===== config.mk =====
export PLATFORM = sky130hd
export DESIGN_NAME = cluster_mem_port
export DESIGN_NICKNAME = d
export VERILOG_FILES = /design/src/rtl/cmi_pkg.sv /design/src/rtl/cmi_ctrl.sv /design/src/rtl/cmi_datapath.sv /design/src/rtl/cluster_mem_port.sv
export SDC_FILE = /design/constraint.sdc
export NUM_CORES = 1
export LEC_CHECK = 0
export CAP_MARGIN = 20
export CORE_AREA = 10 10 355 357
export DETAILED_ROUTE_END_ITERATION = 8
export DIE_AREA = 0 0 365 367
export DONT_BUFFER_PORTS = 1
export MAX_ROUTING_LAYER = met4
export PLACE_DENSITY = 0.3
export SETUP_SLACK_MARGIN = 0.05
export SYNTH_ARGS = -nofsm -noshare
export SYNTH_HDL_FRONTEND = slang
export SYNTH_HIERARCHICAL = 1
export SYNTH_SLANG_ARGS = --single-unit

===== constraint.sdc =====
create_clock -name clk -period 2.6 [get_ports clk]
set_input_delay 0.13 -clock clk [delete_from_list [all_inputs] [get_ports clk]]
set_output_delay 0.13 -clock clk [all_outputs]
set_load 0.02 [all_outputs]

===== src/rtl/cmi_pkg.sv =====
package cmi_pkg;

  // Strobes from the sequencer to the datapath
  typedef struct packed {
    logic accept;   // command taken this cycle
    logic issue;    // a memory beat goes out this cycle
    logic beat;     // 0 = first halfword, 1 = second
    logic isStore;  // current command is a store
  } cmiStrobe_t;

endpackage


===== src/rtl/cmi_ctrl.sv =====
module cmi_ctrl import cmi_pkg::*; #(
  parameter int NUM_PE    = 16,
  parameter int REG_IDX_W = 6,
  localparam int PE_IDX_W = $clog2(NUM_PE)
) (
  input  logic                 clk,
  input  logic                 rstN,
  input  logic                 cmdValid,
  input  logic                 cmdStore,
  input  logic [REG_IDX_W-1:0] cmdReg,
  input  logic [NUM_PE-1:0]    cmdMask,
  input  logic                 rdDone,
  input  logic [PE_IDX_W-1:0]  rdDonePe,
  input  logic                 pipeBusy,
  output cmiStrobe_t           strb,
  output logic [PE_IDX_W-1:0]  peSel,
  output logic                 busy,
  output logic [NUM_PE-1:0]    peBusy,
  output logic [REG_IDX_W-1:0] pendReg
);

  logic [NUM_PE-1:0]    remQ;
  logic [NUM_PE-1:0]    selOneHot;
  logic                 activeQ;
  logic                 beatQ;
  logic                 storeQ;
  logic [NUM_PE-1:0]    peBusyQ;
  logic [REG_IDX_W-1:0] pendRegQ;
  logic                 lastWord;

  // Lowest remaining element wins
  always_comb begin
    peSel = '0;
    for (int i = NUM_PE - 1; i >= 0; i--) begin
      if (remQ[i]) peSel = PE_IDX_W'(i);
    end
  end

  assign selOneHot = NUM_PE'(1) << peSel;
  assign lastWord  = (remQ & ~selOneHot) == '0;
  assign busy      = activeQ | pipeBusy | (|peBusyQ);

  assign strb.accept  = cmdValid & ~busy;
  assign strb.issue   = activeQ;
  assign strb.beat    = beatQ;
  assign strb.isStore = storeQ;

  always_ff @(posedge clk or negedge rstN) begin
    if (!rstN) begin
      remQ     <= '0;
      activeQ  <= 1'b0;
      beatQ    <= 1'b0;
      storeQ   <= 1'b0;
      peBusyQ  <= '0;
      pendRegQ <= '0;
    end else begin
      if (rdDone) peBusyQ[rdDonePe] <= 1'b0;
      if (strb.accept && (|cmdMask)) begin
        remQ    <= cmdMask;
        activeQ <= 1'b1;
        beatQ   <= 1'b0;
        storeQ  <= cmdStore;
        if (!cmdStore) begin
          peBusyQ  <= cmdMask;
          pendRegQ <= cmdReg;
        end
      end else if (activeQ) begin
        beatQ <= ~beatQ;
        if (beatQ) begin
          remQ <= remQ & ~selOneHot;
          if (lastWord) activeQ <= 1'b0;
        end
      end
    end
  end

  assign peBusy  = peBusyQ;
  assign pendReg = pendRegQ;

  AST_BEAT_PAIR: assert property (@(posedge clk) disable iff (!rstN)
    (strb.issue && !strb.beat) |=> (strb.issue && strb.beat && $stable(peSel)));

  AST_ASCENDING: assert property (@(posedge clk) disable iff (!rstN)
    (strb.issue && strb.beat) |=> (!strb.issue || (peSel > $past(peSel))));

  AST_STORE_NO_SCORE: assert property (@(posedge clk) disable iff (!rstN)
    (strb.issue && strb.isStore) |-> (peBusy == '0));

  AST_SCORE_HOLDS_BUSY: assert property (@(posedge clk) disable iff (!rstN)
    (|peBusy) |-> busy);

endmodule


===== src/rtl/cmi_datapath.sv =====
module cmi_datapath import cmi_pkg::*; #(
  parameter int NUM_PE = 16,
  parameter int ADDR_W = 16,
  parameter int WORD_W = 32,
  localparam int PE_IDX_W   = $clog2(NUM_PE),
  localparam int HALF_W     = WORD_W / 2,
  localparam int OFF_W      = $clog2(WORD_W / 8),
  localparam int MEM_ADDR_W = PE_IDX_W + ADDR_W - OFF_W + 1
) (
  input  logic                     clk,
  input  logic                     rstN,
  input  cmiStrobe_t               strb,
  input  logic [PE_IDX_W-1:0]      peSel,
  input  logic                     cmdIndirect,
  input  logic                     cmdBigEnd,
  input  logic [ADDR_W-1:0]        cmdAddr,
  input  logic [NUM_PE*ADDR_W-1:0] peAddr,
  input  logic [NUM_PE*WORD_W-1:0] peMdr,
  output logic                     memEn,
  output logic                     memWe,
  output logic [MEM_ADDR_W-1:0]    memAddr,
  output logic [HALF_W-1:0]        memWdata,
  input  logic [HALF_W-1:0]        memRdata,
  output logic                     rdDone,
  output logic [PE_IDX_W-1:0]      rdDonePe,
  output logic                     pipeBusy,
  output logic                     wbValid,
  output logic [PE_IDX_W-1:0]      wbPe,
  output logic [WORD_W-1:0]        wbData
);

  logic [ADDR_W-1:0]   dirAddrQ;
  logic                indirectQ;
  logic                bigEndQ;
  logic [ADDR_W-1:0]   selAddr;
  logic [WORD_W-1:0]   selWord;
  logic                rdValidQ;
  logic                rdBeatQ;
  logic [PE_IDX_W-1:0] rdPeQ;
  logic [HALF_W-1:0]   firstHalfQ;

  always_ff @(posedge clk or negedge rstN) begin
    if (!rstN) begin
      dirAddrQ  <= '0;
      indirectQ <= 1'b0;
      bigEndQ   <= 1'b0;
    end else if (strb.accept) begin
      dirAddrQ  <= cmdAddr;
      indirectQ <= cmdIndirect;
      bigEndQ   <= cmdBigEnd;
    end
  end

  assign selAddr  = indirectQ ? peAddr[peSel*ADDR_W +: ADDR_W] : dirAddrQ;
  assign selWord  = peMdr[peSel*WORD_W +: WORD_W];
  assign memEn    = strb.issue;
  assign memWe    = strb.issue & strb.isStore;
  assign memAddr  = {peSel, selAddr[ADDR_W-1:OFF_W], strb.beat};
  assign memWdata = (strb.beat ^ bigEndQ) ? selWord[WORD_W-1:HALF_W]
                                          : selWord[HALF_W-1:0];

  // Read return tracking: data is on memRdata one cycle after issue
  always_ff @(posedge clk or negedge rstN) begin
    if (!rstN) begin
      rdValidQ   <= 1'b0;
      rdBeatQ    <= 1'b0;
      rdPeQ      <= '0;
      firstHalfQ <= '0;
      wbValid    <= 1'b0;
      wbPe       <= '0;
      wbData     <= '0;
    end else begin
      rdValidQ <= strb.issue & ~strb.isStore;
      rdBeatQ  <= strb.beat;
      rdPeQ    <= peSel;
      wbValid  <= 1'b0;
      if (rdValidQ && !rdBeatQ) firstHalfQ <= memRdata;
      if (rdDone) begin
        wbValid <= 1'b1;
        wbPe    <= rdPeQ;
        wbData  <= bigEndQ ? {firstHalfQ, memRdata} : {memRdata, firstHalfQ};
      end
    end
  end

  assign rdDone   = rdValidQ & rdBeatQ;
  assign rdDonePe = rdPeQ;
  assign pipeBusy = rdValidQ;

  AST_WB_SINGLE: assert property (@(posedge clk) disable iff (!rstN)
    wbValid |=> !wbValid);

  AST_RD_PAIRED: assert property (@(posedge clk) disable iff (!rstN)
    (rdValidQ && !rdBeatQ) |=> (rdValidQ && rdBeatQ && rdPeQ == $past(rdPeQ)));

endmodule


===== src/rtl/cluster_mem_port.sv =====
module cluster_mem_port import cmi_pkg::*; #(
  parameter int NUM_PE    = 16,
  parameter int ADDR_W    = 16,
  parameter int WORD_W    = 32,
  parameter int REG_IDX_W = 6,
  localparam int PE_IDX_W   = $clog2(NUM_PE),
  localparam int HALF_W     = WORD_W / 2,
  localparam int MEM_ADDR_W = PE_IDX_W + ADDR_W - $clog2(WORD_W / 8) + 1
) (
  input  logic                     clk,
  input  logic                     rstN,
  input  logic                     cmdValid,
  input  logic                     cmdStore,
  input  logic                     cmdIndirect,
  input  logic                     cmdBigEnd,
  input  logic [ADDR_W-1:0]        cmdAddr,
  input  logic [REG_IDX_W-1:0]     cmdReg,
  input  logic [NUM_PE-1:0]        cmdMask,
  input  logic [NUM_PE*ADDR_W-1:0] peAddr,
  input  logic [NUM_PE*WORD_W-1:0] peMdr,
  output logic                     busy,
  output logic [NUM_PE-1:0]        peBusy,
  output logic [REG_IDX_W-1:0]     pendReg,
  output logic                     memEn,
  output logic                     memWe,
  output logic [MEM_ADDR_W-1:0]    memAddr,
  output logic [HALF_W-1:0]        memWdata,
  input  logic [HALF_W-1:0]        memRdata,
  output logic                     wbValid,
  output logic [PE_IDX_W-1:0]      wbPe,
  output logic [WORD_W-1:0]        wbData
);

  cmiStrobe_t          strb;
  logic [PE_IDX_W-1:0] peSel;
  logic                rdDone;
  logic [PE_IDX_W-1:0] rdDonePe;
  logic                pipeBusy;

  cmi_ctrl #(.NUM_PE(NUM_PE), .REG_IDX_W(REG_IDX_W)) u_ctrl (
    .clk(clk), .rstN(rstN),
    .cmdValid(cmdValid), .cmdStore(cmdStore), .cmdReg(cmdReg), .cmdMask(cmdMask),
    .rdDone(rdDone), .rdDonePe(rdDonePe), .pipeBusy(pipeBusy),
    .strb(strb), .peSel(peSel), .busy(busy), .peBusy(peBusy), .pendReg(pendReg)
  );

  cmi_datapath #(.NUM_PE(NUM_PE), .ADDR_W(ADDR_W), .WORD_W(WORD_W)) u_dp (
    .clk(clk), .rstN(rstN), .strb(strb), .peSel(peSel),
    .cmdIndirect(cmdIndirect), .cmdBigEnd(cmdBigEnd), .cmdAddr(cmdAddr),
    .peAddr(peAddr), .peMdr(peMdr),
    .memEn(memEn), .memWe(memWe), .memAddr(memAddr), .memWdata(memWdata),
    .memRdata(memRdata), .rdDone(rdDone), .rdDonePe(rdDonePe), .pipeBusy(pipeBusy),
    .wbValid(wbValid), .wbPe(wbPe), .wbData(wbData)
  );

endmodule


==> results.toml, run 1 <==
[yosys]
ys_seq_elements = 116
cell_area_after_synthesis_sq_um = 10770
netlist_top_cells_count = "182 x mux4_2, 116 x dfrtp_1, 93 x o22ai_1, 72 x nand2_1, 56 x a21oi_1"
postSynthAreaPerCell_sq_um = 12.18
yosysWarningCount = 6
syn-num-nets = 1712
dominantRegCellSynth = "dfrtp_1"
area_share_of_the_largest_cell_type_after_synthesis_pct = 38.08
netlist-cell-type-count = 53
number_of_enable_type_register_cells_in_the_synthesized_netlist = 0
netlist.top_cell.by_area = "mux4_2"
async_reset_ff_share_pct = 100.0
yosys.cell_count.top_type = "mux4_2"
ys_seq_area_share_pct = 26.96
synthesis.instances = 884
synthTopCellsByArea = "mux4_2 38%, dfrtp_1 27%, mux2_2 5.6%"

[sta]
headroom_to_the_max_slew_limit_pct = 31.14
setup_total_negative_slack_ps = -25040
skew_ps = 20.64
max_clock_freq_mhz = 285.1
setup_slack_ps = -907.7
setup-violations-final = 33
hold-worst-slack_ps = -608.5
final-hold-violation-count = 116
rsz0062_at_grt = "yes"
fin_crit_ps = 3508
post-route-period-util_pct = 134.9
maxSlewViolCount = 0
worstMarginPinSlew_ps = 1033

[detailed_routing]
drt_pre_antenna_iters = 5
route.antenna.remaining_nets = 0
drt-initial-drc-count = 892
avgViaCountPerCell = 3.976
via_count = 11061
route.detailed.drc = 0
routed_wirelength_um = 121100
routed_wirelength_normalized_by_instance_count_um = 43.54

[critical_path]
ff2ff_setup_slack_ps = -170
type_of_element_launching_the_critical_path = "register"
worst_path_arrival_time_ps = 3380
r2r-start = "u_ctrl/remQ[15]"
worstSetupPathType = "register to primary output"
worstPathRequired_ps = 2470
timing.critical_path.fanout_max = 8
critical_path.reg2reg.endpoint = "u_ctrl/remQ[7]"
setup.worst_path.end_class = "primary output"
rr_worst_depth = 10

[pwr]
max-vdd-ir-drop_mv = 0.4399
p_switching_mw = 1.253
p_per_area_nw_per_um2 = 268.9
p_leak_nw = 5.778
total_power_mw = 4.905
cellInternalPower_mw = 3.652
clock_power_share_pct = 50.3
power_frac_comb_pct = 12.4
seqPwrFrac_pct = 37.2
power.switching_fraction_pct = 25.56

[floorplan]
placementRows = 127
floorplan.die.width_um = 365
io_pins = 925
initial_core_util_pct = 9.045
core-area_sq_um = 119000
die_h_um = 367
die_outline_area_sq_um = 134000

[clock_tree]
cts-root-to-sink-buffers = 2
number_of_clock_buffers_inserted_by_tritoncts = 17
cts.sink_count = 116
cts_tree = "done"
worst_setup_hold_path_clk_slew_ps = 60
insertion_delay_ps = 440
h-tree-depth = 4
clk_root_buffer_cell = "clkbuf_16"
cts_hold_repair.buffers = 55

[grt]
track_usage_pct = 17.34
global_route.overflow_total = 0
grt_first_pass_wirelength_um = 142700
grt_antenna_before_repair = 204
first_global_vias = 10893
grt_start_max_net_pins = 117

[finish]
syn2layout_area_growth_pct = 69.44
post_route_cells_drive_above_1_share_pct = 60.85
final_cells = 2782
layout.nets = 1967
fillCellCount = 13163

[placed_design]
placedCellCount = 2536
detailedPlacementHpwl_um = 106000
port_buffers = 0
globalplace.congestion = 0.9232

[flow_run]
max-cap-violations = 0

[run_status]
violated_checks = "negative hold slack, negative setup slack"
outcome = "finished, violations left"

[hold_path]
class_of_the_tightest_hold_or_removal_check = "input pin to asynchronous set/reset pin"
[critical path, stage by stage (launching register included)]
cell and delay [ps]:
dfrtp_1 410, buf_6 130, buf_6 90, nand2b_4 50, a221o_1 360, a211o_1 370
a21oi_4 180, buf_12 140, nor2b_4 50, buf_6 110, nand2_4 60, buf_12 150
o22ai_4 90, buf_12 140, nor4_4 410, buf_12 180
[state kept, by name, summed over array words and instances, names as in the netlist]
register	flops
u_ctrl/activeQ	1
u_ctrl/storeQ	1
u_dp/firstHalfQ	16
u_dp/wbPe	4
u_dp/pipeBusy	1
u_dp/indirectQ	1
u_ctrl/pendReg	6
u_ctrl/beatQ	1
u_dp/rdBeatQ	1
u_ctrl/peBusy	16
u_dp/dirAddrQ	14
u_dp/wbValid	1
u_dp/wbData	32
u_dp/bigEndQ	1
u_ctrl/remQ	16
u_dp/rdDonePe	4
[metal layers]
layer  share of wire [%]  vias up  routed length [um]  global-route usage, %
li1                    -     4290                   -                      -
met1                  32     5609               38470                  15.68
met2                  55      868               66980                  33.82
met3                  11      294               12920                  7.699
met4                 2.3        0                2760                  1.738
met5                   0        -                   0                      -
[layout by cell type, fill, tap and decap left out, types with 3 or more instances in the layout]
cell / n
mux2i_1: 32
clkbuf_16: 31
o21ai_0: 30
diode_2: 82
buf_6: 45
o22ai_4: 47
mux2_2: 50
a21oi_1: 39
nor4_4: 19
nand2_2: 4
o22ai_1: 15
a22o_1: 4
buf_4: 157
mux2_1: 3
nand3_1: 3
mux2_4: 4
buf_8: 4
nor3_1: 3
o22ai_2: 31
dfrtp_1: 108
nand2_1: 66
buf_12: 43
inv_6: 4
clkinvlp_4: 4
nand2b_1: 4
mux4_2: 183
nor4_1: 8
dfrtp_2: 8
inv_1: 4
buf_16: 11
a21oi_4: 16
dlygate4sd3_1: 55
nor2_1: 49
[timing repair]
action	4_1_cts	5_1_grt
gates cloned	3	15
pin swaps	17	40
resized for setup	78	135
endpoints found under the hold margin	217	116
buffers inserted	29	46
setup endpoints to repair	34	41
[through the flow]
step / area [sq um] / setup slack, ps / util (%) / hold slack (ps)
3_3_place_gp: 14800 / -974.2 / 12.44 / -161.2
5_1_grt: 18200 / -1024 / 15.29 / -637.3
4_1_cts: 16770 / -999.2 / 14.09 / -654.1
3_5_place_dp: 14800 / -904.4 / 12.44 / -161.6
2_1_floorplan: 11500 / -61.93 / - / -165.6
6_report: 18240 / -907.7 / 15.33 / -608.5
[cell families after synthesis]
group           synth area share [%]
fa+ha+maj                     0.1046
xor+xnor                      0.2441
compound gates                 11.38
simple gates                   8.241
flops                          26.96
mux                            47.50
buf+inv                        5.567
[power by group through the flow]
| stage | clock [mW] | combinational (mW) | sequential, mW |
|---|---|---|---|
| global placement | 0 | 0.462 | 1.86 |
| global route | 2.65 | 0.635 | 1.83 |
| CTS | 2.61 | 0.585 | 1.83 |
| floorplan | 0 | 0.340 | 1.86 |
| detailed placement | 0 | 0.464 | 1.86 |
| finish | 2.47 | 0.610 | 1.83 |
[final cells by class]
| type | instances | area [sq um] | share of cell area, % |
|---|---|---|---|
| multi-input combinational | 669 | 8753 | 47.99 |
| clock inverter | 13 | 147.6 | 0.8094 |
| sequential | 116 | 2913 | 15.97 |
| tap | 1548 | 1937 | 10.62 |
| antenna | 82 | 205.2 | 1.125 |
| timing repair buffer | 329 | 3810 | 20.89 |
| clock buffer | 19 | 452.9 | 2.483 |
| inverter | 6 | 22.52 | 0.1235 |
[worst max-delay path by stage]
stage                    start      endpoint  slack, ps  cells past startpoint
3_3_place_gp   u_ctrl/remQ[15]   memWdata[0]       -970                     12
5_1_grt         u_ctrl/remQ[8]   memWdata[1]      -1020                     10
3_5_place_dp   u_ctrl/remQ[15]   memWdata[0]       -900                     12
4_1_cts        u_ctrl/remQ[15]   memWdata[4]      -1000                     13
2_1_floorplan  u_ctrl/remQ[15]  memWdata[14]        -60                     12
6_report       u_ctrl/remQ[15]   memWdata[2]       -910                     15
(Power assumes the default switching activity.)
==> inputs of run 2 (changes only) <==
- clock period: 2.6 -> 4.1 ns (I/O delays scaled with it)
==> results.toml, run 2 (synthesis gave the netlist of run 1 again) <==
[run_status]
outcome = "complete, no violations"

[grt]
track_usage_pct = 13.33
grt_start_max_net_pins = 117
first_global_vias = 10399
global_route.overflow_total = 0
grt_antenna_before_repair = 114
grt_first_pass_wirelength_um = 114900

[sta]
post-route-period-util_pct = 96.77
maxSlewViolCount = 0
setup_total_negative_slack_ps = 0
setup-violations-final = 0
rsz0062_at_grt = "yes"
hold-worst-slack_ps = 41.70
skew_ps = 21.93
worstMarginPinSlew_ps = 1069
fin_crit_ps = 3968
final-hold-violation-count = 0
headroom_to_the_max_slew_limit_pct = 28.75
max_clock_freq_mhz = 252.0

[placed_design]
globalplace.congestion = 0.9594
detailedPlacementHpwl_um = 80740
port_buffers = 0

[critical_path]
rr_worst_depth = 7
worstSetupPathType = "register to primary output"
critical_path.reg2reg.endpoint = "u_ctrl/remQ[12]"
timing.critical_path.fanout_max = 10
worst_path_arrival_time_ps = 3760
setup.worst_path.end_class = "primary output"
type_of_element_launching_the_critical_path = "register"
r2r-start = "u_ctrl/peBusy[0]"
ff2ff_setup_slack_ps = 1390
worstPathRequired_ps = 3890

[finish]
syn2layout_area_growth_pct = 37.31
layout.nets = 1809
largest_reg_flops = 32
regMostFlops = "u_dp/wbData"
finish.utilization_pct = 12.42
most_frequent_standard_cell_in_the_layout_excluding_fill_and_tap_cells = "mux4_2"
mostFrequentLayoutCells = "182 x mux4_2, 114 x dfrtp_1, 97 x buf_4, 87 x o22ai_1, 69 x nand2_1"
post_route_cells_drive_above_1_share_pct = 42.35

[flow_run]
max-cap-violations = 0

[detailed_routing]
routed_wirelength_um = 93870
drt-initial-drc-count = 956
route.antenna.remaining_nets = 0
route.detailed.drc = 0
avgViaCountPerCell = 3.894
drt_pre_antenna_iters = 5
routed_wirelength_normalized_by_instance_count_um = 35.76
via_count = 10221

[floorplan]
core-area_sq_um = 119000
initial_core_util_pct = 9.045
die_h_um = 367
io_pins = 925
die_outline_area_sq_um = 134000
placementRows = 127
floorplan.die.width_um = 365

[pwr]
max-vdd-ir-drop_mv = 0.2754
total_power_mw = 3.057
p_leak_nw = 4.433
p_per_area_nw_per_um2 = 206.8

[clock_tree]
cts-root-to-sink-buffers = 2
cts.sink_count = 116
number_of_clock_buffers_inserted_by_tritoncts = 17
insertion_delay_ps = 440
h-tree-depth = 4
clk_root_buffer_cell = "clkbuf_16"
worst_setup_hold_path_clk_slew_ps = 70
cts_tree = "done"

[hold_path]
class_of_the_tightest_hold_or_removal_check = "input pin to register"
min-delay-start = "memRdata[0]"
whs_path_depth = 2
worstHoldEndpoint = "u_dp/wbData[0]"
==> run 2: layout make-up <==
cell class              instances  area (sq um)
repair buffers                171          1673
well taps                    1548          1937
flip-flops and latches        116          2905
multi-input cells             669          7445
fillers                     13333        104200
clock buffers                  17         425.4
inverters                       6         22.52
diodes                         83         207.7
clock inverters                15         166.4
==> run 2: worst max-delay path, cell delays in order, from the launching register on <==
cell and delay [ps]:
dfrtp_1 420, nor2_2 210, o311ai_2 120, nand2_2 130, nand2_1 80, a211oi_2 330
nor3_4 90, buf_4 160, buf_12 160, buf_12 170, mux4_2 370, o22ai_1 200
nor4_2 600, buf_4 260
==> run 2: metal layers <==
layer | track usage (%) | vias up | wire [um]
li1 | - | 3953 | -
met1 | 15.35 | 5231 | 36720
met2 | 20.68 | 926 | 42360
met3 | 7.100 | 111 | 13190
met4 | 2.134 | 0 | 1601
met5 | - | - | 0
==> run 2: worst max path at each step <==
stage,startpoint,endpoint,slack (ps),depth (start not counted)
2_1_floorplan,u_ctrl/remQ[14],memWdata[10],820,9
3_3_place_gp,u_ctrl/remQ[15],memWdata[3],80,13
3_5_place_dp,u_ctrl/remQ[15],memWdata[3],120,13
4_1_cts,u_ctrl/remQ[14],memWdata[5],40,13
5_1_grt,u_ctrl/remQ[12],memAddr[12],4,13
6_report,u_ctrl/remQ[15],memWdata[5],130,13
==> run 2: where the power goes <==
part           switching (mW)  internal, mW
Sequential            0.00604          1.15
Combinational           0.152         0.207
Clock                   0.726         0.815
Total                   0.883          2.17
==> run 2: per-stage QoR <==
step,setup slack (ps),std cells,area (sq um)
after floorplan,818.6,884,10770
after global placement,80.52,2443,13110
after detailed placement,116.9,2443,13110
after CTS,44.21,2540,14480
after global routing,4.103,2603,14730
final,132.4,2625,14780
==> run 2: what timing repair did <==
item,in CTS,in global routing
setup endpoints to repair,23,22
pin swaps,1,0
cloned,2,1
setup buffers,6,1
endpoints found under the hold margin,216,0
gates resized for setup,15,9
hold buffers,57,0
